==> config.mk <==
export PLATFORM = sky130hd
export DESIGN_NAME = zbt_ctrl
export DESIGN_NICKNAME = d
export VERILOG_FILES = /design/src/rtl/zbt_ctrl_pkg.sv /design/src/rtl/zbt_issue.sv /design/src/rtl/zbt_datapath.sv /design/src/rtl/zbt_ctrl.sv
export SDC_FILE = /design/constraint.sdc
export NUM_CORES = 1
export LEC_CHECK = 0
export BUFFER_PORTS_ARGS = -buffer_cell sky130_fd_sc_hd__buf_2
export CORE_ASPECT_RATIO = 1.75
export CORE_MARGIN = 1
export CORE_UTILIZATION = 40
export DETAILED_ROUTE_END_ITERATION = 7
export GPL_ROUTABILITY_DRIVEN = 0
export PLACE_DENSITY_LB_ADDON = 0.3
export SLEW_MARGIN = 10
export SYNTH_ARGS = -nofsm -noshare
export SYNTH_HDL_FRONTEND = slang
export SYNTH_HIERARCHICAL = 1
export SYNTH_SLANG_ARGS = --single-unit
==> constraint.sdc <==
create_clock -name clk -period 6 [get_ports clk]
set_clock_uncertainty 0.1 [all_clocks]
set_input_delay 0 -clock clk [delete_from_list [all_inputs] [get_ports clk]]
set_output_delay 0 -clock clk [all_outputs]
set_load 0.01 [all_outputs]
==> src/rtl/zbt_ctrl_pkg.sv <==
package zbt_ctrl_pkg;

   // Tag carried alongside each memory command through the data phase
   typedef struct packed {
      logic vld;    // a real read or write command
      logic wr;     // direction of the command
      logic last;   // final word of its request
   } zbt_tag_t;

endpackage

==> src/rtl/zbt_issue.sv <==
module zbt_issue
   import zbt_ctrl_pkg::*;
#(
   parameter int AW    = 17,
   parameter int DW    = 36,
   parameter int LANES = 4,
   parameter int BEATS = 4
)(
   input  logic                   clk,
   input  logic                   rst_n,
   input  logic                   stall,
   input  logic                   req_valid,
   output logic                   req_ready,
   input  logic                   req_write,
   input  logic                   req_burst,
   input  logic [AW-1:0]          req_addr,
   input  logic [BEATS*DW-1:0]    req_wdata,
   input  logic [BEATS*LANES-1:0] req_be,
   output logic [AW-1:0]          mem_addr,
   output logic                   mem_adv,
   output logic                   mem_rw_n,
   output logic                   mem_ce_n,
   output logic [LANES-1:0]       mem_bw_n,
   output zbt_tag_t               cmd_tag,
   output logic [DW-1:0]          cmd_wdata
);
   localparam int CW = $clog2(BEATS);

   logic [CW-1:0]          left_q;   // advance beats still to issue
   logic [CW-1:0]          idx_q;    // beat index of the next advance
   logic                   bwr_q;    // burst direction
   logic [BEATS*DW-1:0]    wbuf_q;
   logic [BEATS*LANES-1:0] bebuf_q;
   logic [DW-1:0]          beat_wd;
   logic [LANES-1:0]       beat_be;
   logic                   take;

   assign req_ready = !stall && (left_q == '0);
   assign take      = req_valid && req_ready;
   assign beat_wd   = wbuf_q[int'(idx_q)*DW +: DW];
   assign beat_be   = bebuf_q[int'(idx_q)*LANES +: LANES];

   always_ff @(posedge clk or negedge rst_n) begin
      if (!rst_n) begin
         mem_addr  <= '0;
         mem_adv   <= 1'b0;
         mem_rw_n  <= 1'b1;
         mem_ce_n  <= 1'b1;
         mem_bw_n  <= '1;
         cmd_tag   <= '0;
         cmd_wdata <= '0;
         left_q    <= '0;
         idx_q     <= '0;
         bwr_q     <= 1'b0;
         wbuf_q    <= '0;
         bebuf_q   <= '0;
      end else if (!stall) begin
         if (take) begin
            mem_ce_n     <= 1'b0;
            mem_adv      <= 1'b0;
            mem_rw_n     <= !req_write;
            mem_addr     <= req_burst ? {req_addr[AW-1:CW], {CW{1'b0}}} : req_addr;
            mem_bw_n     <= req_write ? ~req_be[LANES-1:0] : '1;
            cmd_wdata    <= req_wdata[DW-1:0];
            cmd_tag.vld  <= 1'b1;
            cmd_tag.wr   <= req_write;
            cmd_tag.last <= !req_burst;
            left_q       <= req_burst ? CW'(BEATS-1) : '0;
            idx_q        <= CW'(1);
            bwr_q        <= req_write;
            wbuf_q       <= req_wdata;
            bebuf_q      <= req_be;
         end else if (left_q != '0) begin
            mem_ce_n     <= 1'b0;
            mem_adv      <= 1'b1;
            mem_bw_n     <= bwr_q ? ~beat_be : '1;
            cmd_wdata    <= beat_wd;
            cmd_tag.vld  <= 1'b1;
            cmd_tag.wr   <= bwr_q;
            cmd_tag.last <= (left_q == CW'(1));
            left_q       <= left_q - 1'b1;
            idx_q        <= idx_q + 1'b1;
         end else begin
            mem_ce_n <= 1'b1;
            mem_adv  <= 1'b0;
            mem_rw_n <= 1'b1;
            mem_bw_n <= '1;
            cmd_tag  <= '0;
         end
      end
   end


   burst_addr_chk: assert property (@(posedge clk) disable iff (!rst_n)
      mem_adv |-> $stable(mem_addr));


   burst_dir_chk: assert property (@(posedge clk) disable iff (!rst_n)
      mem_adv |-> $stable(mem_rw_n));


   idle_pins_chk: assert property (@(posedge clk) disable iff (!rst_n)
      mem_ce_n |-> (!mem_adv && (&mem_bw_n)));

endmodule

==> src/rtl/zbt_datapath.sv <==
module zbt_datapath
   import zbt_ctrl_pkg::*;
#(
   parameter int DW        = 36,
   parameter bit IDLE_ZERO = 1'b1
)(
   input  logic          clk,
   input  logic          rst_n,
   input  zbt_tag_t      cmd_tag,
   input  logic [DW-1:0] cmd_wdata,
   input  logic [DW-1:0] mem_din,
   input  logic          rsp_ready,
   output logic          stall,
   output logic          mem_doe,
   output logic [DW-1:0] mem_dout,
   output logic          rsp_valid,
   output logic [DW-1:0] rsp_data,
   output logic          rsp_last
);
   zbt_tag_t      dtag_q;     // command now in its data phase
   logic [DW-1:0] dout_nxt;
   logic          wr_cmd;

   assign stall  = rsp_valid && !rsp_ready;
   assign wr_cmd = cmd_tag.vld && cmd_tag.wr;

   generate
      if (IDLE_ZERO) begin : g_zero
         assign dout_nxt = wr_cmd ? cmd_wdata : '0;
      end else begin : g_hold
         assign dout_nxt = wr_cmd ? cmd_wdata : mem_dout;
      end
   endgenerate

   always_ff @(posedge clk or negedge rst_n) begin
      if (!rst_n) begin
         dtag_q   <= '0;
         mem_doe  <= 1'b0;
         mem_dout <= '0;
      end else if (!stall) begin
         dtag_q   <= cmd_tag;
         mem_doe  <= wr_cmd;
         mem_dout <= dout_nxt;
      end
   end

   always_ff @(posedge clk or negedge rst_n) begin
      if (!rst_n) begin
         rsp_valid <= 1'b0;
         rsp_data  <= '0;
         rsp_last  <= 1'b0;
      end else if (!stall) begin
         if (dtag_q.vld && !dtag_q.wr) begin
            rsp_valid <= 1'b1;
            rsp_data  <= mem_din;
            rsp_last  <= dtag_q.last;
         end else begin
            rsp_valid <= 1'b0;
         end
      end
   end


   rsp_hold_chk: assert property (@(posedge clk) disable iff (!rst_n)
      (rsp_valid && !rsp_ready) |=> (rsp_valid && $stable(rsp_data) && $stable(rsp_last)));

endmodule

==> src/rtl/zbt_ctrl.sv <==
module zbt_ctrl
   import zbt_ctrl_pkg::*;
#(
   parameter int AW        = 17,
   parameter int DW        = 36,
   parameter int LANES     = 4,
   parameter int BEATS     = 4,
   parameter bit IDLE_ZERO = 1'b1
)(
   input  logic                   clk,
   input  logic                   rst_n,
   input  logic                   req_valid,
   output logic                   req_ready,
   input  logic                   req_write,
   input  logic                   req_burst,
   input  logic [AW-1:0]          req_addr,
   input  logic [BEATS*DW-1:0]    req_wdata,
   input  logic [BEATS*LANES-1:0] req_be,
   output logic                   rsp_valid,
   input  logic                   rsp_ready,
   output logic [DW-1:0]          rsp_data,
   output logic                   rsp_last,
   output logic                   mem_cen_n,
   output logic                   mem_ce_n,
   output logic                   mem_adv,
   output logic                   mem_rw_n,
   output logic [AW-1:0]          mem_addr,
   output logic [LANES-1:0]       mem_bw_n,
   output logic [DW-1:0]          mem_dout,
   output logic                   mem_doe,
   input  logic [DW-1:0]          mem_din
);
   localparam int CW = $clog2(BEATS);

   initial begin
      lanes_div_chk: assert (DW % LANES == 0)
         else $error("data width must split evenly into lanes");
      beats_pow2_chk: assert (BEATS >= 2 && (BEATS & (BEATS - 1)) == 0)
         else $error("burst length must be a power of two");
      addr_room_chk: assert (AW > CW)
         else $error("address too narrow for burst alignment");
   end

   zbt_tag_t      cmd_tag;
   logic [DW-1:0] cmd_wdata;
   logic          stall;

   assign mem_cen_n = stall;

   zbt_issue #(.AW(AW), .DW(DW), .LANES(LANES), .BEATS(BEATS)) u_issue (
      .clk       (clk),
      .rst_n     (rst_n),
      .stall     (stall),
      .req_valid (req_valid),
      .req_ready (req_ready),
      .req_write (req_write),
      .req_burst (req_burst),
      .req_addr  (req_addr),
      .req_wdata (req_wdata),
      .req_be    (req_be),
      .mem_addr  (mem_addr),
      .mem_adv   (mem_adv),
      .mem_rw_n  (mem_rw_n),
      .mem_ce_n  (mem_ce_n),
      .mem_bw_n  (mem_bw_n),
      .cmd_tag   (cmd_tag),
      .cmd_wdata (cmd_wdata)
   );

   zbt_datapath #(.DW(DW), .IDLE_ZERO(IDLE_ZERO)) u_data (
      .clk       (clk),
      .rst_n     (rst_n),
      .cmd_tag   (cmd_tag),
      .cmd_wdata (cmd_wdata),
      .mem_din   (mem_din),
      .rsp_ready (rsp_ready),
      .stall     (stall),
      .mem_doe   (mem_doe),
      .mem_dout  (mem_dout),
      .rsp_valid (rsp_valid),
      .rsp_data  (rsp_data),
      .rsp_last  (rsp_last)
   );


   write_lag_chk: assert property (@(posedge clk) disable iff (!rst_n)
      (mem_doe && !$past(mem_cen_n)) |-> $past(!mem_ce_n && !mem_rw_n));


   read_release_chk: assert property (@(posedge clk) disable iff (!rst_n)
      (!$past(mem_cen_n) && $past(!mem_ce_n && mem_rw_n)) |-> !mem_doe);


   stall_freeze_chk: assert property (@(posedge clk) disable iff (!rst_n)
      mem_cen_n |=> ($stable(mem_addr) && $stable(mem_ce_n) && $stable(mem_adv)
                     && $stable(mem_rw_n) && $stable(mem_doe) && $stable(mem_bw_n)));

endmodule

==> flow_metrics.tcl, run 1 <==
set metrics [dict create \
    worstSkewPairLatency_ns 0.55 \
    yosys.area_share.simple_pct 19.5 \
    fmax_ghz 0.357 \
    coreArea_um2 31500 \
    layout.nets 1928 \
    setup_viol 0 \
    row_count 86 \
    tightest_slew_ns 1.14 \
    yosys.area_share.xor_xnor_pct 0 \
    drc 0 \
    final_max_slew_viol_count 0 \
    seq_area_um2 7670 \
    crit_slowest_cell "and3b_4" \
    synth_fa_ha_area_share_pct 0.195 \
    crit_required_ns 6.37 \
    synth_compound_area_share_pct 5.56 \
    rr_endpoint "u_issue/cmd_wdata[6]" \
    clockPowerShare_pct 21.9 \
    cp-end-kind "flip-flop" \
    overflow 0 \
    cts_tree "yes" \
    synth_nets 1427 \
    die_width_um 137 \
    maxCapViolations 0 \
    synth_top_family_by_area "simple AND/OR/NAND/NOR gates" \
    routedWlPerCell_um 17.0 \
    p_sw_share_pct 34.1 \
    hpwl_um 21000 \
    viasPerCell 5.04 \
    clk_path_buf_depth 3 \
    ys_seq_area_share_pct 59.8 \
    reg2reg_from "u_issue/left_q[0]" \
    finalHoldViolCount 0 \
    crit_chain "inv_1, ha_1, and3b_4, buf_12, a211oi_1, a2bb2oi_1" \
    power_density_nw_per_um2 471 \
    grt_max_degree 186 \
    reg2regPathDepth 6 \
    clkTransAtPathRegs_ns 0.06 \
    final_core_util_pct 56.4 \
    start_kind "flip-flop" \
    synth_commonest_cells "572 x nand2_1, 300 x dfrtp_1, 36 x a22o_1, 33 x buf_2, 33 x o21ai_0" \
    ff2ff_setup_slack_ns 3.20 \
    final_antenna_net_count 0 \
    ys_types 42 \
    io_pins 320 \
    cts_max_level 1 \
    synth_edf_count 0 \
    postCtsSetupRepairBufs 0 \
    synth_cells 1206 \
    grt_pass1_wl_um 56600 \
    p_comb_share_pct 35.7 \
    synth_area_per_cell_um2 10.6 \
    async_flop_share_pct 100 \
    antenna_found_initial 3 \
    post-route-period-util_pct 46.7 \
    grt_pass1_vias 11100 \
    die_h_um 239 \
    rsz0062_at_grt "no" \
    cp_top_family "simple AND/OR/NAND/NOR gates" \
    initial_utilization_pct 40.7 \
    dieArea_um2 32800 \
    synthesis.area_um2 12800 \
    nFillCells 2624 \
    synth_top_cell_area_share_pct 58.5 \
    cts-root-buf "clkbuf_16" \
    drt_pass1_iterations 4 \
    cts.sinks 306 \
    synthFlopType "dfrtp_1" \
    crit_fanout 107 \
    fin_crit_ns 2.80 \
    crit_buf_inv 2 \
    drt_iter0_markers 564 \
    arrival_ns 3.17 \
    yosys_warnings 6 \
    yosysTopAreaCell "dfrtp_1" \
    slew_headroom_pct 24.1 \
    synth_area_leaders "dfrtp_1 59%, nand2_1 17%, mux4_2 5.4%" \
    cellInternalPower_uw 5510 \
    ir_drop_v 0.000315 \
    yosysMostFrequentCell "nand2_1" \
    ys_seq_elements 306 \
    netSwitchingPower_uw 2850 \
    path_class "reg2reg" \
    hp-class "in2async" \
    grt_use_total_pct 22.2 \
    port_buffers 319 \
    area.growth.synth_to_final_pct 38.6 \
    multiInputGateArea_um2 4750 \
    cts_buffers 29 \
    seqPwrFrac_pct 42.5 \
    outcome "completed" \
    finalSetupTns_ns 0 \
    wl_um 36200 \
    via_count 10700 \
    synth.mux.area_fraction_pct 11.6 \
    drive_gt1_share_pct 26.6 \
    p_leak_uw 0.00923 \
    max_stage_delay_ns 0.91 \
]
[cells by family (layout without fill, tap and decap cells)]
logic type / after synthesis / count (layout)
simple gates: 631 / 631
flops: 306 / 306
compound gates: 101 / 101
mux: 86 / 86
buf+inv: 80 / 602
fa+ha+maj: 2 / 2
other cells: 0 / 4
[routing by layer]
layer | share of wire (%) | routed length, µm | vias up | global-route usage (%)
met5 | 0 | 0 | - | 0
met1 | 37 | 13600 | 5263 | 24.8
met3 | 5.4 | 1950 | 118 | 3.03
met2 | 51 | 18500 | 388 | 39.4
li1 | - | - | 4960 | -
met4 | 6.1 | 2220 | 0 | 13.6
[registers in the layout, summed over array words and instances, names as in the netlist]
| signal | flops |
|---|---|
| u_issue/wbuf_q | 144 |
| u_data/mem_dout | 36 |
| u_data/rsp_data | 36 |
| u_issue/cmd_wdata | 36 |
| u_issue/mem_addr | 17 |
| u_issue/bebuf_q | 16 |
| u_issue/mem_bw_n | 4 |
| u_data/dtag_q | 3 |
| u_issue/cmd_tag | 3 |
| u_issue/idx_q | 2 |
| u_issue/left_q | 2 |
| u_data/mem_doe | 1 |
| u_data/rsp_last | 1 |
| u_data/rsp_valid | 1 |
| u_issue/bwr_q | 1 |
| u_issue/mem_adv | 1 |
| u_issue/mem_ce_n | 1 |
| u_issue/mem_rw_n | 1 |
[area by class of cell]
type	count	share of cell area (%)
Clock inverter	10	0.605
Tap cell	396	2.79
Inverter	4	0.0844
Timing Repair Buffer	546	21.9
Sequential cell	306	43.1
Clock buffer	42	4.69
Multi-Input combinational cell	820	26.7
Antenna cell	4	0.0563
[stage by stage]
stage          std cells  area, µm²  hold slack [ns]  setup WS (ns)  power, µW
2_1_floorplan       1206      12800           -0.396           4.03       5560
3_3_place_gp        1852      14600           0.0191           3.26       6340
3_5_place_dp        1852      14600           0.0226           3.17       6440
4_1_cts             2124      17800           0.0281           3.16       8420
5_1_grt             2127      17800           0.0638           2.95       8930
6_report            2128      17800           0.0340           3.20       8370
[power groups by stage]
stage	clock [µW]	combinational, µW	sequential (µW)
global route	1950	3300	3680
detailed placement	0	2870	3580
finish	1830	2980	3550
CTS	1880	2990	3550
floorplan	0	2050	3510
global placement	0	2800	3540
[cells in the final DEF, fill, tap and decap left out, drive strengths merged, types with 2 or more instances in the layout]
cell type,netlist,routed
nand3,28,28
o21ai,33,33
buf,48,326
o22ai,5,5
nand2,572,572
nor2b,5,5
dlygate4sd3,0,220
bufinv,0,2
clkinv,0,7
dfrtp,300,300
nand2b,4,4
clkbuf,28,42
nor2,12,12
mux2i,9,9
nand3b,4,4
inv,4,5
a211oi,7,7
a21oi,5,5
a21o,3,3
dfstp,6,6
a2bb2oi,7,7
mux4,36,36
diode,0,4
ha,2,2
a22o,36,36
mux2,41,41
[how the worst max path moves through the flow]
stage               cells past startpoint               from  slack, ns                   end
detailed placement                      6   u_data/rsp_valid       3.17  u_issue/cmd_wdata[3]
floorplan                               8   u_data/rsp_valid       4.03  u_issue/cmd_wdata[5]
CTS                                     6  u_issue/left_q[0]       3.16  u_issue/cmd_wdata[0]
finish                                  6  u_issue/left_q[0]       3.20  u_issue/cmd_wdata[6]
global placement                        6   u_data/rsp_valid       3.26  u_issue/cmd_wdata[7]
global route                            6  u_issue/left_q[0]       2.95  u_issue/cmd_wdata[6]
[worst reg2reg max path: stages, from the launching register on]
cell and delay [ns]:
dfrtp_1 0.42, inv_1 0.08, ha_1 0.37, and3b_4 0.91, buf_12 0.45, a211oi_1 0.22, a2bb2oi_1 0.18
[repair_timing]
action,4_1_cts,5_1_grt
gates resized for setup,0,0
hold buffers,220,0
endpoints found under the hold margin,369,0
Note: power is estimated with default switching activity, not from simulation.
==> run 2, diff against run 1 <==
clock period = 2.4 ns   (was 6 ns; I/O delays follow)
==> flow_metrics.tcl, run 2 (synthesis results as in run 1) <==
set metrics [dict create \
    final_antenna_net_count 0 \
    start_kind "flip-flop" \
    clkTransAtPathRegs_ns 0.07 \
    crit_slowest_cell "nor2b_4" \
    worstHoldStart "req_wdata[72]" \
    fmax_ghz 0.460 \
    grt_use_total_pct 22.5 \
    grt_util_met3_pct 3.07 \
    initial_utilization_pct 40.7 \
    postCtsSetupRepairBufs 0 \
    finalSetupTns_ns 0 \
    hp-class "in2reg" \
    ir_drop_v 0.000892 \
    p_comb_share_pct 36.4 \
    io_pins 320 \
    power_density_nw_per_um2 1170 \
    post-route-period-util_pct 90.6 \
    hpwl_um 22700 \
    mostFrequentLayoutCell "nand2_1" \
    drt_pass1_iterations 5 \
    overflow 0 \
    drc 0 \
    multiInputGateArea_um2 4750 \
    grt_max_degree 95 \
    via_count 10800 \
    routedWlPerCell_um 17.0 \
    coreArea_um2 31500 \
    clk_path_buf_depth 3 \
    fin_crit_ns 2.17 \
    cts_tree "yes" \
    crit_chain "nor2b_4, buf_4, nor2b_1, buf_2" \
    grt_pass1_vias 11300 \
    seqPwrFrac_pct 41.9 \
    max_stage_delay_ns 0.50 \
    p_sw_share_pct 34.0 \
    nFillCells 2568 \
    row_count 86 \
    wl_um 36600 \
    grt.busiest_layer "met2" \
    rsz0062_at_grt "no" \
    worstSkewPairLatency_ns 0.55 \
    drt_iter0_markers 472 \
    cts_max_level 1 \
    seq_area_um2 7670 \
    final_max_slew_viol_count 0 \
    viasPerCell 4.99 \
    met2_usage_pct 39.2 \
    die_width_um 137 \
    die_h_um 239 \
    cp-end-kind "primary output" \
    crit_buf_inv 2 \
    layout.nets 1952 \
    cellInternalPower_uw 14000 \
    cts_buffers 29 \
    port_buffers 319 \
    final_core_util_pct 57.4 \
    layout_common_cells "572 x nand2_1, 318 x buf_2, 298 x dfrtp_1" \
    met1_usage_pct 25.0 \
    crit_required_ns 2.30 \
    cts.sinks 306 \
    area.growth.synth_to_final_pct 41.0 \
    crit_fanout 20 \
    tightest_slew_ns 1.13 \
    finalHoldViolCount 0 \
    clockPowerShare_pct 21.7 \
    cp_top_family "simple AND/OR/NAND/NOR gates" \
    cts-root-buf "clkbuf_16" \
    netSwitchingPower_uw 7210 \
    outcome "completed" \
    grt_pass1_wl_um 57000 \
    antenna_found_initial 6 \
    top_register "u_issue/wbuf_q" \
    path_class "reg2out" \
    arrival_ns 2.07 \
    maxCapViolations 0 \
    setup_viol 0 \
    reg2reg_from "u_data/rsp_valid" \
    largest_reg_flops 144 \
    startpoint "u_data/rsp_valid" \
    cts.repair.resized 0 \
    p_leak_uw 0.00939 \
    drive_gt1_share_pct 28.0 \
    slew_headroom_pct 24.8 \
    dieArea_um2 32800 \
]
[run 2: changes by cell type in the layout (fill, tap and decap cells not counted), sizes merged]
cell         delta
dlygate4sd3     -1
diode           +3
buf            +25
clkbuf          -6
clkinv          +4
clkinvlp        +2
inv             +1
[run 2: layout make-up]
class                      instances  area share (%)
clock buffer                      36            4.44
clock inverter                    17           0.858
antenna                            7          0.0969
sequential                       306            42.4
tap                              396            2.74
inverter                           4          0.0830
timing repair buffer             570            23.1
multi-input combinational        820            26.3
[run 2: per-stage QoR]
step                worst slack, ns  hold slack [ns]  total power (µW)  instances  cell area, µm²
finish                        0.226           0.0690             21200       2156           18100
global route                  0.153           0.0614             22700       2155           18100
floorplan                     0.433           -0.396             13900       1206           12800
CTS                           0.213           0.0408             21300       2149           18100
global placement              0.421          -0.0929             16100       1877           14900
detailed placement            0.379          -0.0815             16300       1877           14900
[run 2: repair_timing]
item	4_1_cts	5_1_grt
hold buffers	219	0
setup endpoints to repair	0	0
hold endpoints to repair	566	0
[run 2: final timing paths]
check	depth (start not counted)	endpoint	slack (ns)
worst max-delay path	4	req_ready	0.23
worst min-delay path	4	u_issue/wbuf_q[72]	0.07
max in group asynchronous	4	u_data/rsp_data[12]	0.90
min in group asynchronous	3	u_data/mem_dout[31]	0.49
worst max register to register	6	u_issue/cmd_wdata[2]	0.35
worst min register to register	2	u_issue/wbuf_q[44]	0.37
[run 2: power groups by stage]
| stage | Clock [µW] | Combinational (µW) | Sequential, µW |
|---|---|---|---|
| 2_1_floorplan | 0 | 5110 | 8780 |
| 3_3_place_gp | 0 | 7250 | 8830 |
| 3_5_place_dp | 0 | 7410 | 8930 |
| 4_1_cts | 4740 | 7730 | 8850 |
| 5_1_grt | 4950 | 8540 | 9170 |
| 6_report | 4590 | 7710 | 8880 |
[run 2: per-layer routing]
layer	up-vias	routed length, µm
li1	5031	-
met2	389	18600
met5	-	0
met3	130	1830
met1	5214	13700
met4	0	2420
[run 2: worst register-to-register path, stage by stage (launching register included)]
cell and delay [ns]:
dfrtp_1 0.39, nor2b_4 0.50, nand3b_1 0.26, buf_12 0.20, buf_4 0.29, nand2_1 0.09
a2bb2oi_1 0.16
==> run 3, diff against run 2 <==
SYNTH_HIERARCHICAL = unset   (was 1)
==> flow_metrics.tcl, run 3 <==
set metrics [dict create \
    synth_nets 1031 \
    postCtsSetupRepairBufs 0 \
    clkTransAtPathRegs_ns 0.06 \
    tightest_slew_ns 0.567 \
    wl_um 34100 \
    grt_pass1_wl_um 53500 \
    multiInputGateArea_um2 4620 \
    synth_edf_count 0 \
    worstSkewPairLatency_ns 0.56 \
    rsz0062_at_grt "no" \
    die_width_um 137 \
    ir_drop_v 0.000792 \
    placed_area_um2 14800 \
    crit_chain "inv_1, ha_1, nand2_1, nor2_4, buf_12, mux2_2" \
    final_core_util_pct 57.9 \
    grt_pass1_vias 10000 \
    cp-end-kind "flip-flop" \
    hpwl_um 21000 \
    power_density_nw_per_um2 1220 \
    path_class "reg2reg" \
    io_pins 320 \
    yosysTopAreaCell "dfrtp_1" \
    hp-class "in2reg" \
    cts_tree "yes" \
    grt_max_degree 89 \
    cts.sinks 306 \
    outcome "completed" \
    yosysMostFrequentCell "dfrtp_1" \
    ys_seq_elements 306 \
    fmax_ghz 0.466 \
    area.growth.synth_to_final_pct 41.5 \
    cts_buffers 28 \
    final_max_slew_viol_count 0 \
    synthesis.area_um2 12700 \
    synthFlopType "dfrtp_1" \
    grt_use_total_pct 21.5 \
    drc 0 \
    arrival_ns 2.48 \
    viasPerCell 5.17 \
    drive_gt1_share_pct 46.1 \
    final_cell_area_um2 17900 \
    hold_path_depth 3 \
    max_stage_delay_ns 0.43 \
    synth_cells 810 \
    coreArea_um2 30900 \
    p_leak_uw 0.00830 \
    yosys_warnings 0 \
    maxCapViolations 0 \
    seq_area_um2 7670 \
    cts-root-buf "clkbuf_16" \
    die_h_um 237 \
    initial_utilization_pct 40.9 \
    post-route-period-util_pct 89.4 \
    setup_viol 0 \
    final_antenna_net_count 0 \
    overflow 0 \
    ys_types 37 \
    async_flop_share_pct 100 \
    crit_fanout 88 \
    row_count 85 \
    synth_top_cell_area_share_pct 59.2 \
    synth_commonest_cells "300 x dfrtp_1, 192 x mux2_2, 38 x and3_1, 37 x a221o_1" \
    largest_reg_flops 144 \
    drt_pass1_iterations 4 \
    reg2regPathDepth 6 \
    antenna_found_initial 4 \
    mostFrequentLayoutCell "buf_2" \
    synth_area_leaders "dfrtp_1 59%, mux2_2 17%, mux4_2 6.4%" \
    cts.repair.resized 0 \
    via_count 9122 \
    layout.nets 1569 \
    slew_headroom_pct 62.2 \
    fin_crit_ns 2.15 \
    crit_slowest_cell "dfrtp_1" \
    layout_common_cells "318 x buf_2, 298 x dfrtp_1, 221 x dlygate4sd3_1" \
    top_register "u_issue.wbuf_q" \
    start_kind "flip-flop" \
    routedWlPerCell_um 19.3 \
    drt_iter0_markers 353 \
    clk_path_buf_depth 3 \
    dieArea_um2 32400 \
    cts_max_level 1 \
    synth_area_per_cell_um2 15.6 \
    crit_required_ns 2.73 \
    ys_seq_area_share_pct 60.5 \
    finalSetupTns_ns 0 \
    nFillCells 2390 \
    finalHoldViolCount 0 \
    port_buffers 319 \
    cts-hold-fix-buffers 222 \
]
run 3: changes by cell type in the layout (fill, tap and decap cells not counted), moves of 17 or more:
cell and change:
mux2_2 +181, mux2_4 -30, o21ai_0 -17, a221o_1 +36, mux2_1 +21, nand2_1 -553, and3_1 +37, nand3_1 -26
run 3: worst paths after layout:
kind	from	to	slack (ns)
setup / recovery	u_issue.left_q[0]	u_issue.wbuf_q[89]	0.25
hold / removal	req_write	u_issue.mem_rw_n	0.07
setup reg to reg	u_issue.left_q[0]	u_issue.wbuf_q[89]	0.25
hold reg to reg	u_data.dtag_q[1]	u_data.dtag_q[1]	0.36
max in group asynchronous	rst_n	u_issue.mem_bw_n[3]	1.01
min in group asynchronous	rst_n	u_data.mem_dout[16]	0.47
run 3: final cells by class:
type                            count  area share, %
Antenna cell                        4         0.0558
Multi-Input combinational cell    438           25.8
Clock buffer                       49           4.97
Tap cell                          391           2.73
Sequential cell                   306           42.8
Inverter                            5          0.105
Timing Repair Buffer              569           23.4
Clock inverter                      1          0.168
run 3: metrics by stage:
| step | power (µW) | hold slack (ns) | std cells | worst slack [ns] |
|---|---|---|---|---|
| 2_1_floorplan | 14800 | -0.396 | 810 | 0.422 |
| 3_3_place_gp | 16900 | -0.0547 | 1487 | 0.353 |
| 3_5_place_dp | 17300 | -0.0446 | 1487 | 0.310 |
| 4_1_cts | 22100 | 0.0352 | 1759 | 0.253 |
| 5_1_grt | 23400 | 0.0559 | 1762 | 0.112 |
| 6_report | 22000 | 0.0684 | 1763 | 0.254 |
run 3: kinds of logic after synthesis:
family / Yosys count / synth area share [%]
compound gates: 104 / 6.91
fa+ha+maj: 2 / 0.197
buf+inv: 66 / 3.13
flops: 306 / 60.5
mux: 258 / 26.0
simple gates: 74 / 3.24
run 3: worst max-delay path, delay by kind of cell, from the launching register on:
family | cells | cell delay, ns
buffers and inverters | 2 | 0.45
DFF | 1 | 0.43
muxes | 1 | 0.40
adders and majority gates | 1 | 0.16
and+or+nand+nor | 2 | 0.40
run 3: routing by layer:
metal | wire, µm | global-route usage [%] | vias up
met2 | 17800 | 38.3 | 318
met1 | 12800 | 24.0 | 4585
met3 | 1700 | 3.50 | 108
li1 | - | - | 4109
met4 | 1710 | 11.9 | 2
met5 | 12 | 0 | -
run 3: report_power, final:
group | internal, µW | switching (µW)
registers | 7730 | 1360
clock network | 2600 | 1900
logic | 4870 | 3510
total | 15200 | 6760
